===== config.mk =====
export PLATFORM = sky130hd
export DESIGN_NAME = pin_mux_bank
export DESIGN_NICKNAME = d
export VERILOG_FILES = /design/src/rtl/pinmux_pkg.sv /design/src/rtl/pin_input_sync.sv /design/src/rtl/pin_cfg_slot.sv /design/src/rtl/pin_pad_route.sv /design/src/rtl/pin_mux_bank.sv
export SDC_FILE = /design/constraint.sdc
export NUM_CORES = 1
export LEC_CHECK = 0
export BUFFER_PORTS_ARGS = -buffer_cell sky130_fd_sc_hd__buf_4
export CORE_AREA = 2 2 110 112
export CTS_BUF_LIST = sky130_fd_sc_hd__clkbuf_4 sky130_fd_sc_hd__clkbuf_8
export DETAILED_ROUTE_END_ITERATION = 10
export DIE_AREA = 0 0 112 114
export GPL_TIMING_DRIVEN = 0
export HOLD_SLACK_MARGIN = 0.08
export PLACE_DENSITY = 0.9
export REMOVE_ABC_BUFFERS = 1
export SLEW_MARGIN = 5
export SYNTH_ARGS = -nofsm -noshare
export SYNTH_HDL_FRONTEND = slang
export SYNTH_SLANG_ARGS = --single-unit

===== constraint.sdc =====
create_clock -name clk -period 2.8 [get_ports clk]
set_input_delay 0.14 -clock clk [delete_from_list [all_inputs] [get_ports clk]]
set_output_delay 0.14 -clock clk [all_outputs]
set_load 0.05 [all_outputs]

===== src/rtl/pinmux_pkg.sv =====
package pinmux_pkg;
    localparam int FUNC_W     = 3;
    localparam int PULL_W     = 2;
    localparam int DRIVE_W    = 3;
    localparam int CTL_W      = 1 + DRIVE_W + PULL_W + FUNC_W;
    localparam int NUM_ALT    = (1 << FUNC_W) - 1;
    localparam int IO_OUT_BIT = 0;
    localparam int IO_IN_BIT  = 1;

    typedef enum logic [PULL_W-1:0] {
        PULL_NONE = 2'd0,
        PULL_DOWN = 2'd1,
        PULL_RSVD = 2'd2,
        PULL_UP   = 2'd3
    } pull_e;

    // Packed MSB first: oe at bit 8, drive [7:5], pull [4:3], func [2:0]
    typedef struct packed {
        logic               oe;
        logic [DRIVE_W-1:0] drive;
        pull_e              pull;
        logic [FUNC_W-1:0]  func;
    } pin_ctl_t;

    typedef struct packed {
        pin_ctl_t ctl;
        logic     out;
    } pin_state_t;
endpackage


===== src/rtl/pin_input_sync.sv =====
module pin_input_sync #(
    parameter int WIDTH = 8
) (
    input  logic             clk,
    input  logic             rst_n,
    input  logic [WIDTH-1:0] raw_i,
    output logic [WIDTH-1:0] sync_o
);
    typedef struct packed {
        logic [WIDTH-1:0] stage1;
        logic [WIDTH-1:0] stage2;
    } sync_t;

    sync_t sync_d, sync_q;

    always_comb begin
        sync_d        = sync_q;
        sync_d.stage1 = raw_i;
        sync_d.stage2 = sync_q.stage1;
    end

    always_ff @(posedge clk or negedge rst_n) begin
        if (!rst_n) sync_q <= '0;
        else        sync_q <= sync_d;
    end

    assign sync_o = sync_q.stage2;
endmodule


===== src/rtl/pin_cfg_slot.sv =====
module pin_cfg_slot
    import pinmux_pkg::*;
(
    input  logic             clk,
    input  logic             rst_n,
    input  logic             ctl_we_i,
    input  logic             io_we_i,
    input  logic [CTL_W-1:0] wdata_i,
    output pin_ctl_t         ctl_o,
    output logic             out_o
);
    pin_state_t state_d, state_q;

    always_comb begin
        state_d = state_q;
        if (ctl_we_i) state_d.ctl = pin_ctl_t'(wdata_i);
        if (io_we_i)  state_d.out = wdata_i[IO_OUT_BIT];
    end

    always_ff @(posedge clk or negedge rst_n) begin
        if (!rst_n) state_q <= '0;
        else        state_q <= state_d;
    end

    assign ctl_o = state_q.ctl;
    assign out_o = state_q.out;
endmodule


===== src/rtl/pin_pad_route.sv =====
module pin_pad_route
    import pinmux_pkg::*;
(
    input  pin_ctl_t           ctl_i,
    input  logic               gpio_out_i,
    input  logic [NUM_ALT-1:0] alt_out_i,
    input  logic [NUM_ALT-1:0] alt_oe_i,
    output logic               pad_out_o,
    output logic               pad_oe_o,
    output logic               pad_pu_o,
    output logic               pad_pd_o,
    output logic [DRIVE_W-1:0] pad_drive_o
);
    always_comb begin
        pad_out_o = gpio_out_i;
        pad_oe_o  = ctl_i.oe;
        for (int k = 1; k <= NUM_ALT; k++) begin
            if (ctl_i.func == FUNC_W'(k)) begin
                pad_out_o = alt_out_i[k-1];
                pad_oe_o  = alt_oe_i[k-1];
            end
        end
    end

    always_comb begin
        pad_pu_o    = (ctl_i.pull == PULL_UP);
        pad_pd_o    = (ctl_i.pull == PULL_DOWN);
        pad_drive_o = ctl_i.drive;
    end
endmodule


===== src/rtl/pin_mux_bank.sv =====
module pin_mux_bank
    import pinmux_pkg::*;
#(
    parameter  int NUM_PINS = 8,
    parameter  int DATA_W   = 32,
    localparam int ADDR_W   = $clog2(2 * NUM_PINS)
) (
    input  logic                          clk,
    input  logic                          rst_n,
    input  logic [ADDR_W-1:0]             bus_addr,
    input  logic                          bus_we,
    input  logic [DATA_W-1:0]             bus_wdata,
    output logic [DATA_W-1:0]             bus_rdata,
    input  logic [NUM_PINS-1:0]           pad_in,
    output logic [NUM_PINS-1:0]           pad_out,
    output logic [NUM_PINS-1:0]           pad_oe,
    output logic [NUM_PINS-1:0]           pad_pu,
    output logic [NUM_PINS-1:0]           pad_pd,
    output logic [NUM_PINS*DRIVE_W-1:0]   pad_drive,
    input  logic [NUM_PINS*NUM_ALT-1:0]   alt_out,
    input  logic [NUM_PINS*NUM_ALT-1:0]   alt_oe
);
    localparam int PIN_W = ADDR_W - 1;

    logic [PIN_W-1:0]    pin_idx;
    logic                sel_io;
    pin_ctl_t            ctl_arr [NUM_PINS];
    logic [NUM_PINS-1:0] out_arr;
    logic [NUM_PINS-1:0] in_sync;
    logic                unused_wdata;

    assign pin_idx      = bus_addr[ADDR_W-1:1];
    assign sel_io       = bus_addr[0];
    assign unused_wdata = ^bus_wdata[DATA_W-1:CTL_W];

    pin_input_sync #(.WIDTH(NUM_PINS)) i_sync (
        .clk    (clk),
        .rst_n  (rst_n),
        .raw_i  (pad_in),
        .sync_o (in_sync)
    );

    for (genvar p = 0; p < NUM_PINS; p++) begin : g_pin
        logic ctl_we, io_we;

        assign ctl_we = bus_we && (bus_addr == ADDR_W'(2 * p));
        assign io_we  = bus_we && (bus_addr == ADDR_W'(2 * p + 1));

        pin_cfg_slot i_slot (
            .clk      (clk),
            .rst_n    (rst_n),
            .ctl_we_i (ctl_we),
            .io_we_i  (io_we),
            .wdata_i  (bus_wdata[CTL_W-1:0]),
            .ctl_o    (ctl_arr[p]),
            .out_o    (out_arr[p])
        );

        pin_pad_route i_route (
            .ctl_i       (ctl_arr[p]),
            .gpio_out_i  (out_arr[p]),
            .alt_out_i   (alt_out[p*NUM_ALT +: NUM_ALT]),
            .alt_oe_i    (alt_oe[p*NUM_ALT +: NUM_ALT]),
            .pad_out_o   (pad_out[p]),
            .pad_oe_o    (pad_oe[p]),
            .pad_pu_o    (pad_pu[p]),
            .pad_pd_o    (pad_pd[p]),
            .pad_drive_o (pad_drive[p*DRIVE_W +: DRIVE_W])
        );
    end

    // Read path: addresses beyond the last pin return zero
    always_comb begin
        bus_rdata = '0;
        if (32'(pin_idx) < NUM_PINS) begin
            if (sel_io) begin
                bus_rdata[IO_OUT_BIT] = out_arr[pin_idx];
                bus_rdata[IO_IN_BIT]  = in_sync[pin_idx];
            end else begin
                bus_rdata[CTL_W-1:0] = ctl_arr[pin_idx];
            end
        end
    end
endmodule


Word-level counts from Yosys, hierarchy flattened
Cells that the tools add are included.
- bits of input ports: 159
- output and inout bits: 88
- logic and storage cells: 270
- register bits: 96
- bitwise gates (word level): 1
- reduce and logical (&&, ||, !) cells: 17
- eq/ne operators: 87
- $lt $le $gt $ge: 2
- muxes and demuxes: 121
- operators with widths (operator ; count):
    two-way mux 1 bit ; 114
    equality test 3 bit (second input constant) ; 32
    equality test 3 x 2 -> 1 bit (second input constant) ; 16
    equality test 4 bit (second input constant) ; 8
    binary-select mux 9 bit (select 3 bit) ; 1
    equality test 3 x 1 -> 1 bit (second input constant) ; 8
    two-way mux 9 bit ; 2
    equality test 2 x 1 -> 1 bit (second input constant) ; 8
    equality test 2 bit (second input constant) ; 8
    equality test 4 x 3 -> 1 bit (second input constant) ; 4
    logical AND 1 bit ; 16
    equality test 4 x 2 -> 1 bit (second input constant) ; 2
    two-way mux 7 bit ; 1
    binary-select mux 1 bit (select 3 bit) ; 2
    equality test 4 x 1 -> 1 bit (second input constant) ; 1
    >= comparator 4 bit (second input constant) ; 1
    zero test 4 bit ; 1
    < comparator 3 x 4 -> 1 bit (second input constant) ; 1
    inverter 3 -> 4 bit ; 1
    two-way mux 2 bit ; 1

Longest topological paths before layout
Gate-level depths: netlist of run 1.
- depth after elaboration: 8
- depth in mapped cells: 6
- depth with buffers taken out: 4

By module
A second synthesis of run 1 with hierarchy kept.
- cell total of the unflattened synthesis: 536
- area, all modules: 6658.9 µm²
- modules (own cells, without submodules) (module ; area an instance (µm²) ; times used ; cells an instance ; seq. area each (µm²)):
    pin_cfg_slot ; 407.9 ; 8 ; 21 ; 250.2
    pin_pad_route ; 244.0 ; 8 ; 31 ; 0.0
    pin_mux_bank ; 1043.5 ; 1 ; 104 ; 0.0
    pin_input_sync ; 400.4 ; 1 ; 16 ; 400.4

Least setup slack after synthesis of run 1
Ideal clock, no wire load.
- kind: reg2out
- start: reg g_pin[2].i_slot.state_q, in the netlist g_pin[2].i_slot.ctl_o[0]
- end: out bus_rdata[0]
- cell stages (with the launch flop): 6
- required time: 2.660 ns
- setup slack: 0.966 ns
- arrival: 1.694 ns
- path through: dfrtp_1 -> buf_2 -> mux4_2 -> nor2b_1 -> a211oi_2 -> a21oi_1
- cells in the longest elaborated chain, start to end: 4
- RTL lines (item ; RTL line ; source):
    from (decl) ; pin_cfg_slot.sv:12 ; pin_state_t state_d, state_q;
    from (signal assigned) ; pin_cfg_slot.sv:22 ; else state_q <= state_d;
    binary-select mux 9 bit (select 3 bit) ; pin_mux_bank.sv:80 ; bus_rdata[CTL_W-1:0] = ctl_arr[pin_idx];
    two-way mux 9 bit (implied by the code) (2 in series) ; pin_mux_bank.sv:80 ;
    two-way mux 2 bit ; pin_mux_bank.sv:76 ; if (sel_io) begin
    to (decl) ; pin_mux_bank.sv:13 ; output logic [DATA_W-1:0] bus_rdata,
No other way between the ends. The select of a mux whose other input is x is not followed.

Worst setup path after layout of run 1
- start: reg g_pin[4].i_slot.state_q, in the netlist g_pin[4].i_slot.ctl_o[1]
- end: out bus_rdata[1]
- cells in the longest elaborated chain, start to end: 4
- RTL lines (item ; RTL line):
    from (decl) ; pin_cfg_slot.sv:12
    from (signal assigned) ; pin_cfg_slot.sv:22
    binary-select mux 9 bit (select 3 bit) ; pin_mux_bank.sv:80
    two-way mux 9 bit (implied by the code) (2 in series) ; pin_mux_bank.sv:80
    two-way mux 2 bit ; pin_mux_bank.sv:76
No other way between the ends. The select of a mux whose other input is x is not followed.

==> impl_metrics.yaml, run 1 <==
drt:
  wl_per_cell_um: 18.89
  final_antenna_net_count: 0
  drtIter0Drc: 191
  viasPerCell: 5.527
  drt_wl_total_mm: 14.86
  vias: 4350
  detail_route.first_pass.iterations: 4
  drc_errors: 0
setup_path:
  crit_chain: "mux4_2 > nor2b_1 > a211oi_1 > a21oi_1 > buf_4"
  worstRegToRegCells: 1
  crit_path_end_kind: "output port"
  slowest_stage: "dfrtp_1"
  worstPathMaxFanout: 10
  start_kind: "flip-flop"
  crit_family: "flip-flops"
  r2r_slack_ns: 1.81
  cp.arrival_ns: 2.07
  timing.rr.end: "g_pin[0].i_slot.ctl_o[1]"
  crit_buf_inv: 1
  crit_required_ns: 2.66
  max_stage_delay_ns: 0.52
  critPathKind: "reg -> out"
  r2r-start: "g_pin[0].i_slot.ctl_o[1]"
cts:
  cts_buffers: 9
  clock-sinks: 96
  cts_resized: 0
  holdBufCountCts: 16
  cts_tree: "built"
  clkTransAtPathRegs_ns: 0.09
  post_cts_buffers: 0
  clk_path_buf_depth: 2
  clk_latency_ns: 0.35
  root_buffer: "clkbuf_8"
  cts_htree_levels: 3
sta:
  hold_violations: 0
  relSlewSlack_pct: 32.98
  min_period_over_period_pct: 78.79
  finalSetupTns_ns: 0
  fmax_ghz: 0.4533
  max_slew.worst_pin.slew_ns: 1.003
  finalSetupViolations: 0
  min_period_ns: 2.206
  rsz0062_at_grt: "false"
  layout_setup_ws_ns: 0.5938
  whs_ns: 0.1204
  finalMaxSlewViolations: 0
  skew_ns: 0.007874
layout:
  area_growth_pct: 22.92
  fin_cells: 787
  fin_util_pct: 64.01
  drive_above_1_share_pct: 48.59
  layout.nets: 794
  diodes: 0
logic_synthesis:
  postSynth.asyncResetShare_pct: 100.0
  yosysWarnings: 0
  syn_area_per_cell_um2: 12.34
  yosys.area.top_type: "dfrtp_1"
  synth_most_common_cell: "dfrtp_1"
  ys_seq_area_share_pct: 39.39
  synth_area_um2: 6098
  synth_cells: 494
  synthTopCellsByArea: "dfrtp_1, mux4_2, buf_4"
  synth-edff-count: 0
  yosysUniqueCellTypes: 32
  synth_top_area_share_pct: 39.39
  synth_common_cells: "dfrtp_1, buf_4, mux2_1, mux2_2, mux4_2"
  ys_ff_latch: 96
  synth_top_flop_cell: "dfrtp_1"
floorplanning:
  fp.dieW_um: 112
  pin_count: 247
  dieArea_um2: 12770
  initial_core_util_pct: 52.07
  die_h_um: 114
  core_um2: 11710
  placementRows: 40
power_and_ir_drop:
  power.internal_mw: 3.175
  combPwrFrac_pct: 46.1
  ir_worst_vdd_mv: 0.6007
  power_density_nw_per_um2: 730.8
  leakage_nw: 3.432
  p_sw_mw: 2.303
  p_sw_share_pct: 42.05
  pwr-share-clk_pct: 16.3
  p_seq_share_pct: 37.6
run_status:
  status: "finished clean"
job:
  cap_violations: 0
placement:
  port_buffers: 200
  dp_cells: 754
  place_ws_ns: 0.7015
  gp_congestion: 0.7747
  dp_hpwl_mm: 10.94
global_routing:
  grt_pass1_wl_mm: 23.36
  grt_antenna_before_repair: 0
  grt_overflow: 0
  grt_max_degree: 97
  grt_usage_pct: 23.22
  grt_pass1_vias: 4622
worst_hold_path:
  hold_path_depth: 2
  hp-class: "in -> reg"
  worstHoldEndpoint: "g_pin[4].i_slot.ctl_o[1]"
  min_from: "bus_wdata[1]"
-- final cells by class --
type | count | area (µm²)
clock buffers | 13 | 178.9
clock inverters | 3 | 22.52
fillers | 872 | 4215
inverters | 1 | 3.754
multi-input cells | 310 | 3015
flip-flops and latches | 96 | 2402
well taps | 147 | 183.9
repair buffers | 217 | 1689
-- per-layer routing --
metal | wire, µm | GRT usage, %
met4 | 228 | 7.561
met2 | 7997 | 41.90
met5 | 0 | 0
met1 | 5701 | 27.73
met3 | 936 | 5.260
-- power groups by stage --
stage | clock [mW] | sequential, mW | combinational, mW
detailed placement | 0 | 2.09 | 2.51
finish | 0.890 | 2.06 | 2.53
global route | 0.970 | 2.11 | 2.65
CTS | 0.918 | 2.06 | 2.54
floorplan | 0 | 2.23 | 1.51
global placement | 0 | 2.05 | 2.45
-- worst max path at each step --
stage                                        start                        to  slack, ns  cells after the start
final                     g_pin[4].i_slot.ctl_o[1]              bus_rdata[1]       0.59                      5
after global routing      g_pin[0].i_slot.ctl_o[1]              bus_rdata[1]       0.49                      5
after CTS                 g_pin[4].i_slot.ctl_o[1]              bus_rdata[1]       0.55                      5
after detailed placement               bus_addr[1]  g_pin[3].i_slot.ctl_o[5]       0.70                      4
after global placement                 bus_addr[2]  g_pin[3].i_slot.ctl_o[5]       0.76                      4
after floorplan           g_pin[0].i_slot.ctl_o[1]                 pad_oe[0]       0.80                      3
-- state kept, by name (all words and copies together), names as in the netlist --
signal and count:
i_sync.sync_d 8, i_sync.sync_o 8, g_pin.i_slot.out_o 8, g_pin.i_slot.ctl_o 72
-- metrics by stage --
stage | cell area (µm²) | total power, mW
floorplan | 5421 | 3.740
global placement | 7107 | 4.504
detailed placement | 7107 | 4.601
CTS | 7468 | 5.517
global route | 7496 | 5.736
finish | 7496 | 5.478
-- cell families after synthesis --
kind of cell,share of synthesized area [%]
other,0.06149
buffers and inverters,12.52
DFF,39.39
muxes,34.74
and+or+nand+nor,8.884
AOI/OAI and AO/OA,4.411
-- cells in the final DEF (no fill, tap or decap) --
master / instances
a2111o_1: 7
a211oi_1: 1
a211oi_2: 1
a21oi_1: 10
a311o_1: 1
and2_1: 8
buf_16: 1
buf_4: 200
clkbuf_8: 13
clkinv_2: 1
clkinv_4: 1
conb_1: 23
dfrtp_1: 96
dlygate4sd3_1: 16
inv_1: 1
inv_6: 1
mux2_1: 54
mux2_2: 41
mux2i_1: 17
mux4_2: 39
nand2_1: 15
nand2_2: 1
nand2b_1: 12
nand3_1: 1
nand3b_1: 2
nand3b_4: 1
nor2_1: 22
nor2_4: 3
nor2b_1: 11
nor3_1: 2
nor3b_1: 7
nor3b_2: 1
nor4bb_1: 1
o21ai_0: 22
or2_2: 7
Power figures use the tool's default switching activity.
==> run 2: changes to the inputs <==
--- a/config.mk
+++ b/config.mk
@@ -6,13 +6,13 @@
 export NUM_CORES = 1
 export LEC_CHECK = 0
 export BUFFER_PORTS_ARGS = -buffer_cell sky130_fd_sc_hd__buf_4
-export CORE_AREA = 2 2 110 112
+export CORE_AREA = 2 2 119 121
 export CTS_BUF_LIST = sky130_fd_sc_hd__clkbuf_4 sky130_fd_sc_hd__clkbuf_8
 export DETAILED_ROUTE_END_ITERATION = 10
-export DIE_AREA = 0 0 112 114
+export DIE_AREA = 0 0 121 123
 export GPL_TIMING_DRIVEN = 0
 export HOLD_SLACK_MARGIN = 0.08
-export PLACE_DENSITY = 0.9
+export PLACE_DENSITY = 0.82
 export REMOVE_ABC_BUFFERS = 1
 export SLEW_MARGIN = 5
 export SYNTH_ARGS = -nofsm -noshare
==> constraint.sdc (replaced) <==
create_clock -name clk -period 2 [get_ports clk]
set_input_delay 0.1 -clock clk [delete_from_list [all_inputs] [get_ports clk]]
set_output_delay 0.1 -clock clk [all_outputs]
set_load 0.05 [all_outputs]
==> impl_metrics.yaml, run 2 (same netlist as run 1, synthesis figures left out) <==
sta:
  finalSetupViolations: 1
  finalSetupTns_ns: -0.01420
  skew_ns: 0.008556
  rsz0062_at_grt: "true"
  layout_setup_ws_ns: -0.01420
  whs_ns: 0.3254
  relSlewSlack_pct: 27.68
  fmax_ghz: 0.4965
  finalMaxSlewViolations: 0
  max_slew.worst_pin.slew_ns: 1.083
  min_period_ns: 2.014
  hold_violations: 0
  min_period_over_period_pct: 100.7
power_and_ir_drop:
  leakage_nw: 3.494
  power_density_nw_per_um2: 1036
  p_sw_share_pct: 41.29
  combPwrFrac_pct: 47.1
  p_sw_mw: 3.296
  power_mw: 7.981
  p_seq_share_pct: 35.1
  ir_worst_vdd_mv: 0.7564
  pwr-share-clk_pct: 17.8
  power.internal_mw: 4.686
setup_path:
  cp.arrival_ns: 1.91
  crit_required_ns: 1.90
  worstPathMaxFanout: 3
  slowest_stage: "mux4_2"
  r2r-start: "g_pin[2].i_slot.ctl_o[0]"
  start_kind: "flip-flop"
  crit_path_end_kind: "output port"
  crit_start: "g_pin[0].i_slot.ctl_o[0]"
  crit_chain: "mux4_2 > nor2b_4 > a211oi_4 > a21oi_1 > buf_4"
  critPathKind: "reg -> out"
  max_stage_delay_ns: 0.45
layout:
  layout_common_cells: "buf_4, dfrtp_1, mux2_1, mux2_2, mux4_2"
  fin_cells: 833
  final_common_cell: "buf_4"
  layout.nets: 807
  finalInstanceArea_um2: 7705
  drive_above_1_share_pct: 51.91
  largest_reg_flops: 72
  diodes: 0
  area_growth_pct: 26.34
drt:
  viasPerCell: 5.256
  drt_wl_total_mm: 15.42
  final_antenna_net_count: 0
  detail_route.first_pass.iterations: 4
  wl_per_cell_um: 18.51
  drtIter0Drc: 101
  drc_errors: 0
  vias: 4378
cts:
  clk_path_buf_depth: 2
  cts_buffers: 9
  clk_latency_ns: 0.36
  cts_htree_levels: 3
  clkTransAtPathRegs_ns: 0.10
  cts_tree: "built"
  root_buffer: "clkbuf_8"
  clock-sinks: 96
floorplanning:
  pin_count: 247
  core_um2: 13610
  die_h_um: 123
  fp.dieW_um: 121
  placementRows: 43
  initial_core_util_pct: 44.80
  dieArea_um2: 14880
worst_hold_path:
  min_from: "bus_we"
  hp-class: "in -> reg"
placement:
  gp_congestion: 0.7656
  place_area_um2: 7148
  dp_cells: 787
  dp_hpwl_mm: 11.13
  port_buffers: 200
job:
  cap_violations: 0
global_routing:
  grt_pass1_wl_mm: 23.60
  grt_antenna_before_repair: 0
  grt_pass1_vias: 4555
  grt_usage_pct: 20.56
  grt_max_degree: 97
  grt_overflow: 0
run_status:
  status: "finished, violations left"
  failed_checks: "setup timing"
-- run 2: changes by cell type in the layout (fill, tap and decap cells not counted), moves of 2 or more --
cell	delta
dfrtp_1	-12
bufinv_16	+2
buf_6	+5
a21oi_2	+2
a21oi_1	-2
nor2b_1	-2
dlygate4sd3_1	+2
clkbuf_8	-4
buf_4	+7
dfrtp_2	+12
-- run 2: metal layers --
metal	track usage, %	share of wire [%]	vias to the layer above
li1	-	-	1997
met1	23.84	39	2197
met2	38.03	53	162
met3	5.166	6.3	22
met4	5.087	1.6	0
met5	0	0	-
-- run 2: worst paths after layout --
path / slack [ns] / cells past startpoint / end
worst max-delay path: -0.01 / 5 / bus_rdata[0]
worst min-delay path: 0.33 / 4 / g_pin[7].i_slot.ctl_o[3]
worst max register to register: 1.00 / 2 / g_pin[2].i_slot.ctl_o[0]
worst min register to register: 0.35 / 0 / i_sync.sync_o[5]
max in group asynchronous: 0.94 / 2 / g_pin[2].i_slot.ctl_o[0]
min in group asynchronous: 0.40 / 2 / i_sync.sync_d[4]
-- run 2: timing repair --
action	4_1_cts	5_1_grt
hold endpoints to repair	169	0
gates resized for setup	14	10
hold buffers	18	0
buffers inserted	10	2
endpoints found under the setup margin	10	9
pin swaps	2	1
-- run 2: cell type report --
type	count	area, µm²
well taps	180	225.2
clock inverters	6	91.34
repair buffers	230	1790
clock buffers	10	131.4
multi-input cells	310	3045
flip-flops and latches	96	2417
fillers	1136	5907
inverters	1	3.754
-- run 2: per-stage QoR --
stage	util, %	worst slack, ns
global route	56.60	-0.06624
global placement	52.51	-0.09712
CTS	56.19	0.002313
detailed placement	52.51	-0.1740
floorplan	-	0.03861
finish	56.60	-0.01420
-- run 2: critical path: cells and delay by family, from the launching register on --
| family | cells | cell delay, ns |
|---|---|---|
| buffers and inverters | 1 | 0.21 |
| AO/OA/AOI/OAI | 2 | 0.32 |
| multiplexers | 1 | 0.45 |
| AND/OR/NAND/NOR | 1 | 0.15 |
| flip-flops | 1 | 0.43 |
-- run 2: power groups by stage --
stage	registers, mW	logic (mW)	clock network, mW
2_1_floorplan	3.13	2.11	0
3_3_place_gp	2.88	3.44	0
3_5_place_dp	2.92	3.51	0
4_1_cts	2.80	3.72	1.45
5_1_grt	2.87	3.96	1.54
6_report	2.80	3.76	1.42
